## config.mk

```make
export PLATFORM = sky130hd
export DESIGN_NAME = irq_vector_ctrl
export DESIGN_NICKNAME = d
export VERILOG_FILES = /design/src/rtl/irqc_pkg.sv /design/src/rtl/irqc_ctrl_reg.sv /design/src/rtl/irqc_arbiter.sv /design/src/rtl/irqc_call_gen.sv /design/src/rtl/irq_vector_ctrl.sv
export SDC_FILE = /design/constraint.sdc
export NUM_CORES = 1
export LEC_CHECK = 0
export BUFFER_PORTS_ARGS = -buffer_cell sky130_fd_sc_hd__buf_2
export CAP_MARGIN = 15
export CORE_UTILIZATION = 40
export CTS_BUF_LIST = sky130_fd_sc_hd__clkbuf_8
export DETAILED_ROUTE_END_ITERATION = 8
export PLACE_DENSITY = 0.9
export SKIP_LAST_GASP = 1
export SLEW_MARGIN = 25
export SYNTH_ARGS = -nofsm -noshare
export SYNTH_HDL_FRONTEND = slang
export SYNTH_SLANG_ARGS = --single-unit
export TNS_END_PERCENT = 20
```

## constraint.sdc

```tcl
create_clock -name clk -period 1.18 [get_ports clk]
set_input_delay 0.118 -clock clk [delete_from_list [all_inputs] [get_ports clk]]
set_output_delay 0.118 -clock clk [all_outputs]
set_load 0.02 [all_outputs]
```

## src/rtl/irqc_pkg.sv

```systemverilog
package irqc_pkg;

    localparam int CTRL_W  = 8;
    localparam int N_SRC   = 3;
    localparam int GIE_POS = 0;
    localparam int EN_LSB  = 1;
    localparam int FLG_LSB = 4;

    // Field order matches the control word, MSB first.
    typedef struct packed {
        logic             spare;
        logic [N_SRC-1:0] flag;
        logic [N_SRC-1:0] en;
        logic             gie;
    } ctrl_t;

    // Source index doubles as priority: lower index wins.
    typedef enum logic [1:0] {
        SRC_USB  = 2'd0,
        SRC_TMR0 = 2'd1,
        SRC_TMR1 = 2'd2
    } src_e;

    function automatic logic [N_SRC-1:0] pick_first(input logic [N_SRC-1:0] req);
        logic [N_SRC-1:0] g;
        g = '0;
        for (int i = N_SRC - 1; i >= 0; i--) begin
            if (req[i]) begin
                g    = '0;
                g[i] = 1'b1;
            end
        end
        return g;
    endfunction

endpackage

```

## src/rtl/irqc_ctrl_reg.sv

```systemverilog
module irqc_ctrl_reg
    import irqc_pkg::*;
#(
    parameter int USB_EVT_W = 4
) (
    input  logic                 clk,
    input  logic                 rst,
    input  logic                 wr_en,
    input  logic [CTRL_W-1:0]    wr_data,
    input  logic [USB_EVT_W-1:0] usb_evt,
    input  logic                 tmr0_ovf,
    input  logic                 tmr1_ovf,
    input  logic                 reti,
    input  logic                 accept,
    input  logic [N_SRC-1:0]     grant,
    output ctrl_t                ctrl_q
);

    logic [N_SRC-1:0] hw_set;
    logic [N_SRC-1:0] flag_nx;
    ctrl_t            base;
    ctrl_t            ctrl_d;

    assign hw_set[SRC_USB]  = |usb_evt;
    assign hw_set[SRC_TMR0] = tmr0_ovf;
    assign hw_set[SRC_TMR1] = tmr1_ovf;

    // Firmware write is the lowest-priority update.
    always_comb begin
        base = wr_en ? ctrl_t'(wr_data) : ctrl_q;
        base.spare = 1'b0;
        if (reti)   base.gie = 1'b1;
        if (accept) base.gie = 1'b0;
    end

    // Per-source flag: acceptance clears, hardware set overrides all.
    for (genvar i = 0; i < N_SRC; i++) begin : g_flag
        assign flag_nx[i] = (base.flag[i] & ~(accept & grant[i])) | hw_set[i];
    end

    always_comb begin
        ctrl_d      = base;
        ctrl_d.flag = flag_nx;
    end

    always_ff @(posedge clk) begin
        if (rst) ctrl_q <= '0;
        else     ctrl_q <= ctrl_d;
    end

endmodule

```

## src/rtl/irqc_arbiter.sv

```systemverilog
module irqc_arbiter
    import irqc_pkg::*;
(
    input  ctrl_t            ctrl,
    input  logic             stack_full,
    output logic [N_SRC-1:0] grant,
    output logic             accept
);

    logic             open_gate;
    logic [N_SRC-1:0] eligible;

    assign open_gate = ctrl.gie & ~stack_full;
    assign eligible  = ctrl.en & ctrl.flag & {N_SRC{open_gate}};
    assign grant     = pick_first(eligible);
    assign accept    = |eligible;

endmodule

```

## src/rtl/irqc_call_gen.sv

```systemverilog
module irqc_call_gen
    import irqc_pkg::*;
#(
    parameter int PC_W     = 11,
    parameter int VEC_USB  = 4,
    parameter int VEC_TMR0 = 8,
    parameter int VEC_TMR1 = 12
) (
    input  logic             clk,
    input  logic             rst,
    input  logic             accept,
    input  logic [N_SRC-1:0] grant,
    output logic             call_req,
    output logic [PC_W-1:0]  call_addr
);

    localparam logic [PC_W-1:0] VEC_TAB [N_SRC] = '{
        PC_W'(VEC_USB), PC_W'(VEC_TMR0), PC_W'(VEC_TMR1)
    };

    logic [PC_W-1:0] addr_sel;

    // One-hot grant selects a vector by AND-OR.
    always_comb begin
        addr_sel = '0;
        for (int i = 0; i < N_SRC; i++) begin
            addr_sel = addr_sel | (VEC_TAB[i] & {PC_W{grant[i]}});
        end
    end

    always_ff @(posedge clk) begin
        if (rst) begin
            call_req  <= 1'b0;
            call_addr <= '0;
        end else begin
            call_req <= accept;
            if (accept) call_addr <= addr_sel;
        end
    end

endmodule

```

## src/rtl/irq_vector_ctrl.sv

```systemverilog
module irq_vector_ctrl
    import irqc_pkg::*;
#(
    parameter int PC_W      = 11,
    parameter int USB_EVT_W = 4,
    parameter int VEC_USB   = 4,
    parameter int VEC_TMR0  = 8,
    parameter int VEC_TMR1  = 12
) (
    input  logic                 clk,
    input  logic                 rst,
    input  logic                 reg_wr_en,
    input  logic [7:0]           reg_wr_data,
    output logic [7:0]           reg_rd_data,
    input  logic [USB_EVT_W-1:0] usb_evt,
    input  logic                 tmr0_ovf,
    input  logic                 tmr1_ovf,
    input  logic                 stack_full,
    input  logic                 reti_strobe,
    output logic                 call_req,
    output logic [PC_W-1:0]      call_addr
);

    ctrl_t            ctrl_q;
    logic [N_SRC-1:0] grant;
    logic             accept;

    irqc_ctrl_reg #(.USB_EVT_W(USB_EVT_W)) ctrl_i (
        .clk      (clk),
        .rst      (rst),
        .wr_en    (reg_wr_en),
        .wr_data  (reg_wr_data),
        .usb_evt  (usb_evt),
        .tmr0_ovf (tmr0_ovf),
        .tmr1_ovf (tmr1_ovf),
        .reti     (reti_strobe),
        .accept   (accept),
        .grant    (grant),
        .ctrl_q   (ctrl_q)
    );

    irqc_arbiter arb_i (
        .ctrl       (ctrl_q),
        .stack_full (stack_full),
        .grant      (grant),
        .accept     (accept)
    );

    irqc_call_gen #(
        .PC_W     (PC_W),
        .VEC_USB  (VEC_USB),
        .VEC_TMR0 (VEC_TMR0),
        .VEC_TMR1 (VEC_TMR1)
    ) call_i (
        .clk       (clk),
        .rst       (rst),
        .accept    (accept),
        .grant     (grant),
        .call_req  (call_req),
        .call_addr (call_addr)
    );

    assign reg_rd_data = ctrl_q;

endmodule

```

# Yosys cells after proc, flatten, opt, wreduce, memory -nomap -nowiden
# Index checks and enable logic that the tools add are counted.
[word_totals]
regBits = 19
latchBits = 0
ram_bits = 0
rom_bits = 0
input_bits = 19
out_inout_bits = 20
wordCells = 32
mem_count = 0
[classes]
addsub = 0
mul = 0
div = 0
magnitude_cmp = 0
eq_ne = 0
shift = 0
n_mux = 5
n_bitwise = 18
n_reduce_logical = 4
[ops]
columns = ["operator", "n"]
rows = [
  ["11-bit by 4-bit OR with 11-bit output", 1],
  ["3-bit two-way mux", 3],
  ["4-bit OR reduction", 2],
  ["1-bit AND", 7],
  ["7-bit two-way mux", 1],
  ["3-bit AND", 2],
  ["1-bit inverter", 4],
  ["3-bit by 4-bit OR with 4-bit output", 1],
  ["1-bit OR", 3],
  ["3-bit OR reduction", 1],
  ["2-bit nonzero test", 1],
  ["1-bit two-way mux", 1],
]

# Logic depth before layout (Yosys ltp)
[depth]
ltp_word = 10
mapped_depth = 4

# Modules after synthesis
# From an unflattened synthesis, not the netlist that was laid out.
[unflattened]
hier_cells = 60
hier_area_um2 = 546.8
[by_module_without_submodules]
columns = ["module", "n_inst", "cells_each", "area_each_um2"]
rows = [
  ["irqc_ctrl_reg", 1, 32, 324.1],
  ["irqc_call_gen", 1, 20, 167.7],
  ["irqc_arbiter", 1, 8, 55.1],
]

# Least setup slack after synthesis
# Ideal clock, no wire load.
[synth_timing]
path_type = "flip-flop to flip-flop"
startpoint = "register ctrl_i.ctrl_q[0] (netlist name)"
endpoint = "register ctrl_i.ctrl_q[6] (netlist name)"
setup_time_ns = 0.129
arrival_time_ns = 0.910
required_time_ns = 1.051
setup_slack_ns = 0.141
path_stages_with_launch = 4
path_buffers = 0
period_less_slack_ns = 1.039
path_cell_list = "dfxtp_1 -> nor2b_1 -> a41o_1 -> a21oi_2"
[synth_via]
elab_chain_cells = 9
elab_cells_between_ends = 10
classes_between = "mux (3); bitwise (6); reduce/logical (1)"
[synth_rtl]
columns = ["element", "line", "rtl"]
rows = [
  ["1-bit AND *", "irqc_arbiter.sv:13", "assign open_gate = ctrl.gie & ~stack_full;"],
  ["3-bit AND *", "irqc_arbiter.sv:14", "assign eligible = ctrl.en & ctrl.flag & {N_SRC{open_gate}};"],
  ["3-bit two-way mux (3 in a row)", "irqc_pkg.sv:28", "if (req[i]) begin"],
  ["1-bit AND *", "irqc_ctrl_reg.sv:38", "assign flag_nx[i] = (base.flag[i] & ~(accept & grant[i])) | hw_set[i];"],
  ["1-bit inverter *", "irqc_ctrl_reg.sv:38", ""],
  ["1-bit AND *", "irqc_ctrl_reg.sv:38", ""],
  ["1-bit OR *", "irqc_ctrl_reg.sv:38", ""],
]
# Every way passes the cells marked *; elsewhere a longest branch is shown, timed or not.
# A chain may end at the register's enable or synchronous reset.

# Final worst setup path
[layout_timing]
startpoint = "register ctrl_i.ctrl_q[5] (netlist name)"
endpoint = "register ctrl_i.ctrl_q[0] (netlist name)"
[layout_via]
elab_chain_cells = 3
[layout_rtl]
columns = ["element", "line"]
rows = [
  ["3-bit AND (2 in a row)", "irqc_arbiter.sv:14"],
  ["4-bit OR reduction (no source line)", "n/a"],
]
# Every way passes these cells.

==> results.sh <==
export IMPL_min_path_cells=3
export IMPL_power_density_nw_per_um2=1420
export IMPL_hold_ws_ps=116
export IMPL_r2r_cells=3
export IMPL_drive_above_1_share_pct=38.4
export IMPL_diodes=0
export IMPL_period_share_pct=87.2
export IMPL_finalSetupViolCount=0
export IMPL_reg2reg_slack_ps=150
export IMPL_start_util_pct=45.5
export IMPL_cts_tree="built"
export IMPL_crit_fanout=4
export IMPL_status="complete, no violations"
export IMPL_critPathTopFamily="flip-flops"
export IMPL_final_hold_violation_count=0
export IMPL_critPathRequiredTime_ps=1340
export IMPL_ctsHoldBuffers=0
export IMPL_crit_type="flip-flop to flip-flop"
export IMPL_synth_xor_area_share_pct=0
export IMPL_maxCapViolCount=0
export IMPL_synth_compound_area_share_pct=15.5
export IMPL_path_clk_slew_ps=50
export IMPL_post_cts_buffers=0
export IMPL_critPathArrivalTime_ps=1190
export IMPL_core_area_um2=1160
export IMPL_synth_cell_type_count=26
export IMPL_startpoint="ctrl_i.ctrl_q[5]$_SDFF_PP0_"
export IMPL_synth_flop_cell="dfxtp_1"
export IMPL_ys_seq_area_share_pct=38.1
export IMPL_drt_iter0_markers=18
export IMPL_grt_max_degree=10
export IMPL_clock_path_buffers=2
export IMPL_ios=39
export IMPL_rsz0062_at_grt="false"
export IMPL_synth_async_reset_ratio_pct=0
export IMPL_routedWlPerCell_um=10.9
export IMPL_vias=483
export IMPL_synth_area_leaders="dfxtp_1 38%, buf_4 14%, mux2i_1 7.6%, nor2b_1 4.8%, a211oi_1 4.3%"
export IMPL_ant_nets=0
export IMPL_first_global_vias=379
export IMPL_cp_slowest_cell="dfxtp_1"
export IMPL_chipHeight_um=38.2
export IMPL_syn_avg_cell_area_um2=9.06
export IMPL_worstHoldStart="tmr1_ovf"
export IMPL_synth_top_family_by_area="simple AND/OR/NAND/NOR gates"
export IMPL_critical_path_max_stage_delay_ps=340
export IMPL_fill_cells=91
export IMPL_worstHoldEndpoint="ctrl_i.ctrl_q[6]$_SDFF_PP0_"
export IMPL_drv_slew=0
export IMPL_dr_pass1_iters=5
export IMPL_portBuffers=27
export IMPL_grt_pass1_wl_um=1640
export IMPL_peakVddDrop_mv=0.758
export IMPL_routed_wl_um=1090
export IMPL_ys_warn_count=0
export IMPL_hold_path_class="primary input to flip-flop"
export IMPL_regArea_um2=200
export IMPL_clkSinkCount=10
export IMPL_synth_area_um2=526
export IMPL_die_x_um=38.2
export IMPL_track_usage_pct=17.0
export IMPL_worst_clock_skew_ps=3.28
export IMPL_r2r_start="ctrl_i.ctrl_q[5]$_SDFF_PP0_"
export IMPL_fp_row_count=12
export IMPL_synth_simple_area_share_pct=18.1
export IMPL_path_cells="a22oi_1, nor2_1, nor3b_1"
export IMPL_fin_util_pct=58.5
export IMPL_ys_seq_elements=10
export IMPL_critPathBufInv=0
export IMPL_routed_via_density=4.83
export IMPL_synthToLayoutAreaGrowth_pct=28.8
export IMPL_clkLatencyLatePin_ps=240
export IMPL_netlist_instances=58
export IMPL_multi_input_area_um2=265
export IMPL_cts_root_buf="clkbuf_8"
export IMPL_post_cts_resized=0
export IMPL_finalSetupTns_ps=0
export IMPL_post_dp_hpwl_um=822
export IMPL_synthMuxAreaShare_pct=9.76
export IMPL_cts_htree_levels=1
export IMPL_synth_adder_area_share_pct=0
export IMPL_die_area_um2=1460
export IMPL_drc_errors=0
export IMPL_cts_buffers=3
export IMPL_cp_end_kind="flip-flop"
export IMPL_yosysTopAreaCell="dfxtp_1"
export IMPL_final_nets=106
export IMPL_antenna_found_initial=0
export IMPL_cellLeakagePower_uw=0.000342
export IMPL_post_route_min_period_ps=1030
export IMPL_overflow=0
export IMPL_netlist_area_leader_share_pct=38.1
export IMPL_synth_edff_count=0
export IMPL_worstSetupStartpointType="flip-flop"
export IMPL_fmax_mhz=971
export IMPL_r2r_end="ctrl_i.ctrl_q[0]$_SDFFE_PP0P_"
export IMPL_globalplace_congestion=0.699
[through the flow]
stage	total power (uW)	cell area (um^2)	setup slack [ps]	std cells
CTS	967	677	145	100
detailed placement	536	622	181	96
finish	964	677	151	100
floorplan	509	559	141	67
global route	1010	677	18.2	100
global placement	531	622	229	96
[synth_stat cells (3+ instances only)]
| cell type | n |
|---|---|
| a211oi_1 | 3 |
| buf_4 | 10 |
| dfxtp_1 | 10 |
| mux2i_1 | 4 |
| nand2_1 | 3 |
| nor2_1 | 5 |
| nor2b_1 | 4 |
[layout make-up]
class	count	area share [%]
Timing Repair Buffer	27	20.0
Clock buffer	4	8.13
Tap cell	14	2.59
Multi-Input combinational cell	44	39.2
Sequential cell	10	29.6
Inverter	1	0.555
[flip-flops by register name (all words and copies together), names as in the netlist]
| register | cells |
|---|---|
| call_i.call_req | 1 |
| ctrl_i.ctrl_q | 7 |
| call_i.call_addr | 2 |
[routing by layer]
layer,vias to the layer above,global-route usage [%],routed length (um)
met5,-,0,0
met4,0,8.04,17
met3,4,5.23,111
met2,28,28.8,528
met1,212,19.1,433
li1,239,-,-
[where the power goes]
group,switching [uW],internal [uW]
registers,17.8,357
logic,96.5,60.0
clock network,139,294
total,253,711
[how the worst max path moves through the flow]
stage | cells after the start | slack, ps | to
floorplan | 3 | 140 | ctrl_i.ctrl_q[6]$_SDFF_PP0_
global route | 3 | 20 | ctrl_i.ctrl_q[0]$_SDFFE_PP0P_
detailed placement | 3 | 180 | call_i.call_addr[3]$_SDFFE_PP0P_
global placement | 3 | 230 | ctrl_i.ctrl_q[6]$_SDFF_PP0_
finish | 3 | 150 | ctrl_i.ctrl_q[0]$_SDFFE_PP0P_
CTS | 3 | 140 | ctrl_i.ctrl_q[0]$_SDFFE_PP0P_
[worst min-delay path: cells and delay by family]
family | cells | cell delay [ps]
AO/OA/AOI/OAI | 1 | 40
buffers and inverters | 2 | 140
[cell families (layout without fill, tap and decap cells)]
group / count (synthesis) / after routing
DFF: 10 / 10
muxes: 5 / 5
other: 1 / 10
and+or+nand+nor: 18 / 18
AOI/OAI and AO/OA: 11 / 11
buffers and inverters: 13 / 32
[cells in the final DEF, fill, tap and decap left out, drive strengths merged]
| cell | n |
|---|---|
| buf | 27 |
| conb | 10 |
| dfxtp | 10 |
| nor2 | 5 |
| mux2i | 4 |
| nor2b | 4 |
| clkbuf | 4 |
| nand2 | 3 |
| a211oi | 3 |
| a21oi | 2 |
| a22oi | 1 |
| nand2b | 1 |
| nand4b | 1 |
| o21a | 1 |
| nor3b | 1 |
| a311oi | 1 |
| nor4 | 1 |
| mux2 | 1 |
| o21ai | 1 |
| and2 | 1 |
| nand3 | 1 |
| a31oi | 1 |
| inv | 1 |
| a41o | 1 |
(Power assumes the default switching activity.)
